**src/rtl/tick_timer_pkg.sv**
```systemverilog
package tick_timer_pkg;
    localparam int CNT_W  = 16;
    localparam int BYTE_W = 8;

    localparam logic [2:0] MD_ONESHOT = 3'd0;
    localparam logic [2:0] MD_RATE    = 3'd2;
    localparam logic [2:0] MD_SQUARE  = 3'd3;

    localparam logic [1:0] ACC_SNAP  = 2'd0;
    localparam logic [1:0] ACC_WORD  = 2'd3;

    typedef struct packed {
        logic [CNT_W-1:0]  count;
        logic [CNT_W-1:0]  reload;
        logic [CNT_W-1:0]  snap;
        logic [BYTE_W-1:0] low_stage;
        logic [2:0]        mode;
        logic              running;
        logic              out;
        logic              wr_hi;
        logic              rd_hi;
        logic              snap_held;
    } chan_state_t;

    typedef struct packed {
        logic [BYTE_W-1:0] rd_data;
        logic              err;
    } top_state_t;
endpackage

```
**src/rtl/tick_timer_cmd_dec.sv**
```systemverilog
module tick_timer_cmd_dec
    import tick_timer_pkg::*;
#(
    parameter int NUM_CH = 3
) (
    input  logic              ctrl_stb,
    input  logic [7:0]        ctrl_byte,
    output logic [NUM_CH-1:0] prog_vec,
    output logic [NUM_CH-1:0] snap_vec,
    output logic [2:0]        prog_mode,
    output logic              bad_cmd
);
    logic [1:0] f_chan;
    logic [1:0] f_acc;
    logic [2:0] f_mode;
    logic       f_bcd;
    logic       mode_ok;

    always_comb begin
        f_chan    = ctrl_byte[7:6];
        f_acc     = ctrl_byte[5:4];
        f_mode    = ctrl_byte[3:1];
        f_bcd     = ctrl_byte[0];
        mode_ok   = (f_mode == MD_ONESHOT) || (f_mode == MD_RATE) || (f_mode == MD_SQUARE);
        prog_mode = f_mode;
        bad_cmd   = ctrl_stb && ((f_chan == 2'd3) || (32'(f_chan) >= NUM_CH)
                    || (f_acc == 2'd1) || (f_acc == 2'd2)
                    || ((f_acc == ACC_WORD) && (!mode_ok || f_bcd)));
    end

    for (genvar i = 0; i < NUM_CH; i++) begin : g_dec
        always_comb begin
            prog_vec[i] = ctrl_stb && !bad_cmd && (f_acc == ACC_WORD) && (32'(f_chan) == i);
            snap_vec[i] = ctrl_stb && !bad_cmd && (f_acc == ACC_SNAP) && (32'(f_chan) == i);
        end
    end
endmodule

```
**src/rtl/tick_timer_chan.sv**
```systemverilog
module tick_timer_chan
    import tick_timer_pkg::*;
(
    input  logic              clk,
    input  logic              rst_n,
    input  logic              tick_en,
    input  logic              prog_stb,
    input  logic [2:0]        prog_mode,
    input  logic              snap_stb,
    input  logic              wr_stb,
    input  logic [BYTE_W-1:0] wr_byte,
    input  logic              rd_stb,
    output logic [BYTE_W-1:0] rd_byte,
    output logic              out
);
    chan_state_t s_q, s_d;
    logic [CNT_W-1:0] src;
    logic [CNT_W-1:0] loaded;

    always_comb begin
        s_d    = s_q;
        loaded = {wr_byte, s_q.low_stage};
        if (prog_stb) begin
            s_d.mode      = prog_mode;
            s_d.running   = 1'b0;
            s_d.wr_hi     = 1'b0;
            s_d.rd_hi     = 1'b0;
            s_d.snap_held = 1'b0;
            s_d.out       = (prog_mode != MD_ONESHOT);
        end else begin
            if (wr_stb) begin
                if (!s_q.wr_hi) begin
                    s_d.low_stage = wr_byte;
                    s_d.running   = 1'b0;
                    s_d.wr_hi     = 1'b1;
                end else begin
                    s_d.reload  = loaded;
                    s_d.count   = (s_q.mode == MD_SQUARE) ? (loaded & 16'hFFFE) : loaded;
                    s_d.running = 1'b1;
                    s_d.wr_hi   = 1'b0;
                    s_d.out     = (s_q.mode != MD_ONESHOT);
                end
            end else if (s_q.running && tick_en) begin
                case (s_q.mode)
                    MD_RATE: begin
                        if (s_q.count == 16'd1) begin
                            s_d.count = s_q.reload;
                            s_d.out   = 1'b1;
                        end else begin
                            s_d.count = s_q.count - 16'd1;
                            s_d.out   = (s_q.count != 16'd2);
                        end
                    end
                    MD_SQUARE: begin
                        if (s_q.count == 16'd2) begin
                            s_d.count = s_q.reload & 16'hFFFE;
                            s_d.out   = ~s_q.out;
                        end else begin
                            s_d.count = s_q.count - 16'd2;
                        end
                    end
                    default: begin
                        s_d.count = s_q.count - 16'd1;
                        if (s_q.count == 16'd1) s_d.out = 1'b1;
                    end
                endcase
            end
            if (snap_stb && !s_q.snap_held) begin
                s_d.snap      = s_q.count;
                s_d.snap_held = 1'b1;
            end
            if (rd_stb) begin
                if (s_q.rd_hi) begin
                    s_d.rd_hi = 1'b0;
                    if (s_q.snap_held) s_d.snap_held = 1'b0;
                end else begin
                    s_d.rd_hi = 1'b1;
                end
            end
        end
    end

    always_comb begin
        src     = s_q.snap_held ? s_q.snap : s_q.count;
        rd_byte = s_q.rd_hi ? src[15:8] : src[7:0];
        out     = s_q.out;
    end

    always_ff @(posedge clk) begin
        if (!rst_n) s_q <= '0;
        else        s_q <= s_d;
    end
endmodule

```
**src/rtl/tick_timer_trio.sv**
```systemverilog
module tick_timer_trio
    import tick_timer_pkg::*;
#(
    parameter int NUM_CH   = 3,
    parameter int STAT_BIT = 5
) (
    input  logic             clk,
    input  logic             rst_n,
    input  logic             tick_en,
    input  logic             wr_en,
    input  logic [1:0]       wr_sel,
    input  logic [7:0]       wr_data,
    input  logic             rd_en,
    input  logic [1:0]       rd_sel,
    output logic [7:0]       rd_data,
    output logic [NUM_CH-1:0] chan_out,
    output logic             cmd_err
);
    localparam logic [1:0] CTRL_SLOT = 2'd3;
    localparam int         STAT_CH   = NUM_CH - 1;

    top_state_t t_q, t_d;
    logic              ctrl_stb;
    logic [NUM_CH-1:0] prog_vec;
    logic [NUM_CH-1:0] snap_vec;
    logic [2:0]        prog_mode;
    logic              bad_cmd;
    logic [7:0]        byte_arr [NUM_CH];
    logic [7:0]        status_byte;
    logic [7:0]        sel_byte;

    assign ctrl_stb = wr_en && (wr_sel == CTRL_SLOT);

    tick_timer_cmd_dec #(.NUM_CH(NUM_CH)) u_dec (
        .ctrl_stb (ctrl_stb),
        .ctrl_byte(wr_data),
        .prog_vec (prog_vec),
        .snap_vec (snap_vec),
        .prog_mode(prog_mode),
        .bad_cmd  (bad_cmd)
    );

    for (genvar i = 0; i < NUM_CH; i++) begin : g_ch
        tick_timer_chan u_ch (
            .clk      (clk),
            .rst_n    (rst_n),
            .tick_en  (tick_en),
            .prog_stb (prog_vec[i]),
            .prog_mode(prog_mode),
            .snap_stb (snap_vec[i]),
            .wr_stb   (wr_en && (32'(wr_sel) == i)),
            .wr_byte  (wr_data),
            .rd_stb   (rd_en && (32'(rd_sel) == i)),
            .rd_byte  (byte_arr[i]),
            .out      (chan_out[i])
        );
    end

    always_comb begin
        status_byte           = '0;
        status_byte[STAT_BIT] = chan_out[STAT_CH];
        sel_byte              = status_byte;
        for (int i = 0; i < NUM_CH; i++) begin
            if (32'(rd_sel) == i) sel_byte = byte_arr[i];
        end
        t_d         = t_q;
        t_d.err     = bad_cmd;
        if (rd_en) t_d.rd_data = sel_byte;
    end

    always_ff @(posedge clk) begin
        if (!rst_n) t_q <= '0;
        else        t_q <= t_d;
    end

    assign rd_data = t_q.rd_data;
    assign cmd_err = t_q.err;
endmodule

```
**config.mk**
```make
export PLATFORM = sky130hd
export DESIGN_NAME = tick_timer_trio
export DESIGN_NICKNAME = d
export VERILOG_FILES = /design/src/rtl/tick_timer_pkg.sv /design/src/rtl/tick_timer_cmd_dec.sv /design/src/rtl/tick_timer_chan.sv /design/src/rtl/tick_timer_trio.sv
export SDC_FILE = /design/constraint.sdc
export NUM_CORES = 1
export LEC_CHECK = 0
export CORE_MARGIN = 8
export CORE_UTILIZATION = 48
export DETAILED_ROUTE_END_ITERATION = 6
export HOLD_SLACK_MARGIN = 0.05
export PLACE_DENSITY = 0.65
export SYNTH_ARGS = -nofsm -noshare
export SYNTH_HDL_FRONTEND = slang
export SYNTH_SLANG_ARGS = --single-unit
```
**constraint.sdc**
```tcl
create_clock -name clk -period 3.05 [get_ports clk]
set_clock_uncertainty 0.15 [all_clocks]
set_input_delay 0.4575 -clock clk [delete_from_list [all_inputs] [get_ports clk]]
set_output_delay 0.4575 -clock clk [all_outputs]
set_load 0.02 [all_outputs]
```
==> impl_summary.log <==
INFO  metric yosys-top-cells-area = sky130_fd_sc_hd__dfxtp_1 35%, sky130_fd_sc_hd__nand2_1 6.4%, sky130_fd_sc_hd__mux4_2 4.6%, sky130_fd_sc_hd__mux2i_1 4.2%, sky130_fd_sc_hd__a21oi_1 4.0%
INFO  metric ys.flop_type = sky130_fd_sc_hd__dfxtp_1
INFO  metric setup_repair_after_global_routing_missed_its_margin = no
INFO  metric wl_per_instance = around 21 µm
INFO  metric die_height = between 150 and 200 µm
INFO  metric r2r_setup_slack = 0.17 ns
INFO  metric hold_path_depth = 2
INFO  metric postSynth.asyncResetShare = 0%
INFO  metric post-dp-hpwl = ~26 mm
INFO  metric holdPathEnd = g_ch[2].u_ch.s_q[36]
INFO  metric cp_max_fo = 9
INFO  metric antennaDiodeCount = 0
INFO  metric via_per_inst = approximately 6.2
INFO  metric area_of_combinational_cells_with_multiple_inputs = around 6900 µm²
INFO  metric first_iter_violations = around 1000
INFO  metric postSynthRegisterBits = ~200
INFO  metric cts_root_buf = sky130_fd_sc_hd__clkbuf_16
INFO  metric final_core_util = between 50% and 60%
INFO  metric grt_antenna_before_repair = 0
INFO  metric synth.top_cell.area_share = between 30% and 40%
INFO  metric port_buffers = 28
INFO  metric slew_headroom = 35.2%
INFO  metric design.die.area = between 20000 and 30000 µm²
INFO  metric mappedNetlistArea = 11700 µm²
INFO  metric grt_start_max_net_pins = slightly below 70
INFO  metric clk_pin_slew = around 0.060 ns
INFO  metric nFillCells = 2300
INFO  metric criticalPathCategory = reg2reg
INFO  metric timing.hold.worst.class = in2reg
INFO  metric design_power_total = slightly above 6 mW
INFO  metric final_hold_viol_count = 0
INFO  metric period_utilisation_layout = 94.5%
INFO  metric effective_utilization_at_floorplan = approximately half
INFO  metric gr-usage-all-layers = approximately 25%
INFO  metric worst-endpoint-required = ~3.3 ns
INFO  metric setup_total_negative_slack = 0 ns
INFO  metric timing.final.crit_period = 2.88 ns
INFO  metric grt_pass1_vias = between 10000 and 15000
INFO  metric detail_route.drc_violations = 0
INFO  metric max_vdd_drop = 0.000354 V
INFO  metric worst_r2r_startpoint = g_ch[2].u_ch.s_q[50]
INFO  metric arrival = around 3.1 ns
INFO  metric row_count = 57
INFO  metric netlist.top_cell.by_area = sky130_fd_sc_hd__dfxtp_1
INFO  metric tritoncts = built
INFO  metric final_antenna_net_count = 0
INFO  metric cts_buffers = 24
INFO  metric timing.fmax = between 0.3 and 0.4 GHz
INFO  metric run_status = complete, no violations
INFO  metric dr.pass1.iters = 7
INFO  metric global_route_wire_length_before_repair = about 58 mm
INFO  metric slew_viol_final = 0
INFO  metric ff_latch_area = roughly 4000 µm²
INFO  metric ios = 29
INFO  metric clk_latency = between 0.5 and 0.6 ns
INFO  metric crit_path_end_kind = flip-flop
INFO  metric worst_hold_startpoint = rst_n
INFO  metric total_grt_overflow = 0
INFO  metric power_leakage = about 5.2 nW
INFO  metric powerDensity = ~460 nW/µm²
INFO  metric htree_num_levels = 1
INFO  metric finish.net_count = 1441
INFO  metric flow.area_growth_from_synthesis = 14.4%
INFO  metric synth.net_count = roughly 1400
INFO  metric synth.most_common_cell = sky130_fd_sc_hd__dfxtp_1
INFO  metric syn-mean-instance-area = approximately 8.5 µm²
INFO  metric vias = 10900
INFO  metric drv_cap = 0
INFO  metric ctsLongestPathBuffers = 3
INFO  metric ratio_of_cells_with_drive_above_1_in_the_final_layout = 14.3%
INFO  metric syn_inst = approximately 1400
INFO  metric netlist-cell-type-count = between 80 and 90
INFO  metric post_cts_hold_buffer_count = 0
INFO  metric synth.cells.most_frequent = 201 x sky130_fd_sc_hd__dfxtp_1, 198 x sky130_fd_sc_hd__nand2_1, 92 x sky130_fd_sc_hd__a21oi_1, 82 x sky130_fd_sc_hd__clkbuf_1, 81 x sky130_fd_sc_hd__nor2_1
INFO  metric timing_worst_slew_pin_value = between 0.9 and 1 ns
INFO  metric worstSetupStartpointType = flip-flop
INFO  metric finalSetupViolations = 0
INFO  metric worst-r2r-cell-count = 7
INFO  metric postCtsResizedCells = 0
INFO  metric cts.repair_timing.setup_buffer_count = 0
INFO  metric rd_place_congestion = roughly 1.0
INFO  metric cts.sink_count = about 200
INFO  metric edff_count_synth = 0
INFO  metric design.core.area = 24100 µm²
INFO  metric synth.yosys.warnings = 0
INFO  metric synth_seq_area_share = 34.5%
INFO  metric worstReg2RegEnd = g_ch[2].u_ch.s_q[49]
INFO  metric detail_route.wirelength = around 36 mm
INFO  metric die_width = 172 µm
how the worst max path moves through the flow:
| stage | slack [ns] | cells past startpoint | from | end |
|---|---|---|---|---|
| 2_1_floorplan | 0.45 | 9 | g_ch[1].u_ch.s_q[49] | g_ch[1].u_ch.s_q[61] |
| 3_3_place_gp | 0.14 | 8 | wr_data[3] | g_ch[1].u_ch.s_q[52] |
| 3_5_place_dp | 0.12 | 8 | wr_data[3] | g_ch[1].u_ch.s_q[52] |
| 4_1_cts | 0.25 | 7 | g_ch[2].u_ch.s_q[50] | g_ch[2].u_ch.s_q[49] |
| 5_1_grt | 0.05 | 7 | g_ch[2].u_ch.s_q[50] | g_ch[2].u_ch.s_q[58] |
| 6_report | 0.17 | 7 | g_ch[2].u_ch.s_q[50] | g_ch[2].u_ch.s_q[49] |
registers in the layout, indices dropped and copies added, names as in the netlist:
name / cells
g_ch.u_ch.loaded: 24
rd_data: 8
g_ch.u_ch.out: 3
g_ch.u_ch.s_q: 165
cmd_err: 1
worst max-delay path: stages (launching register included):
cell and delay [ns]:
sky130_fd_sc_hd__dfxtp_1 0.32, sky130_fd_sc_hd__buf_4 0.16, sky130_fd_sc_hd__nor4_1 0.67, sky130_fd_sc_hd__nand4_1 0.39
sky130_fd_sc_hd__a21oi_2 0.53, sky130_fd_sc_hd__nor2_1 0.10, sky130_fd_sc_hd__a2111oi_0 0.35, sky130_fd_sc_hd__nor2_1 0.09
metal layers:
layer	wire (µm)	part of all wire, %	global-route usage (%)
met5	0	0	0
met4	1580	4.3	11.1
met3	2630	7.2	3.24
met2	16500	45	38.8
met1	15800	43	33.2
layout make-up:
| type | instances | area share (%) |
|---|---|---|
| multi-input combinational | 1031 | 52.1 |
| sequential | 201 | 30.2 |
| clock buffer | 35 | 5.20 |
| clock inverter | 9 | 0.525 |
| timing repair buffer | 134 | 8.52 |
| inverter | 17 | 0.479 |
| tap | 324 | 3.04 |
power breakdown:
part	internal (mW)	switching, mW
Combinational	0.292	0.395
Sequential	2.66	0.0415
Clock	1.66	1.16
cell families after synthesis:
family	after synthesis	synth area share [%]
compound gates	374	22.0
xor+xnor	47	3.53
fa+ha+maj	15	1.61
buf+inv	146	6.04
flops	201	34.5
mux	75	9.17
simple gates	520	23.1
through the flow:
| stage | cells | setup WS (ns) | hold slack (ns) | area (µm²) |
|---|---|---|---|---|
| after floorplan | 1378 | 0.448 | 0.281 | 11700 |
| after global placement | 1707 | 0.144 | 0.296 | 12600 |
| after detailed placement | 1707 | 0.122 | 0.302 | 12600 |
| after CTS | 1751 | 0.251 | 0.192 | 13300 |
| after global routing | 1751 | 0.0478 | 0.199 | 13300 |
| final | 1751 | 0.169 | 0.203 | 13300 |
placed cells by master, fill, tap and decap left out, types with 25 or more instances in the layout:
cell type	count
sky130_fd_sc_hd__a22o_1	38
sky130_fd_sc_hd__o21ai_0	44
sky130_fd_sc_hd__mux2i_1	49
sky130_fd_sc_hd__xnor2_1	26
sky130_fd_sc_hd__nor2b_1	63
sky130_fd_sc_hd__o211ai_1	31
sky130_fd_sc_hd__clkbuf_16	25
sky130_fd_sc_hd__buf_4	102
sky130_fd_sc_hd__nor2_1	81
sky130_fd_sc_hd__nand3_1	37
sky130_fd_sc_hd__a21boi_0	49
sky130_fd_sc_hd__dfxtp_1	201
sky130_fd_sc_hd__nand2_1	198
sky130_fd_sc_hd__clkdlybuf4s50_1	27
sky130_fd_sc_hd__a21oi_1	92
Note: power is estimated with default switching activity, not from simulation.
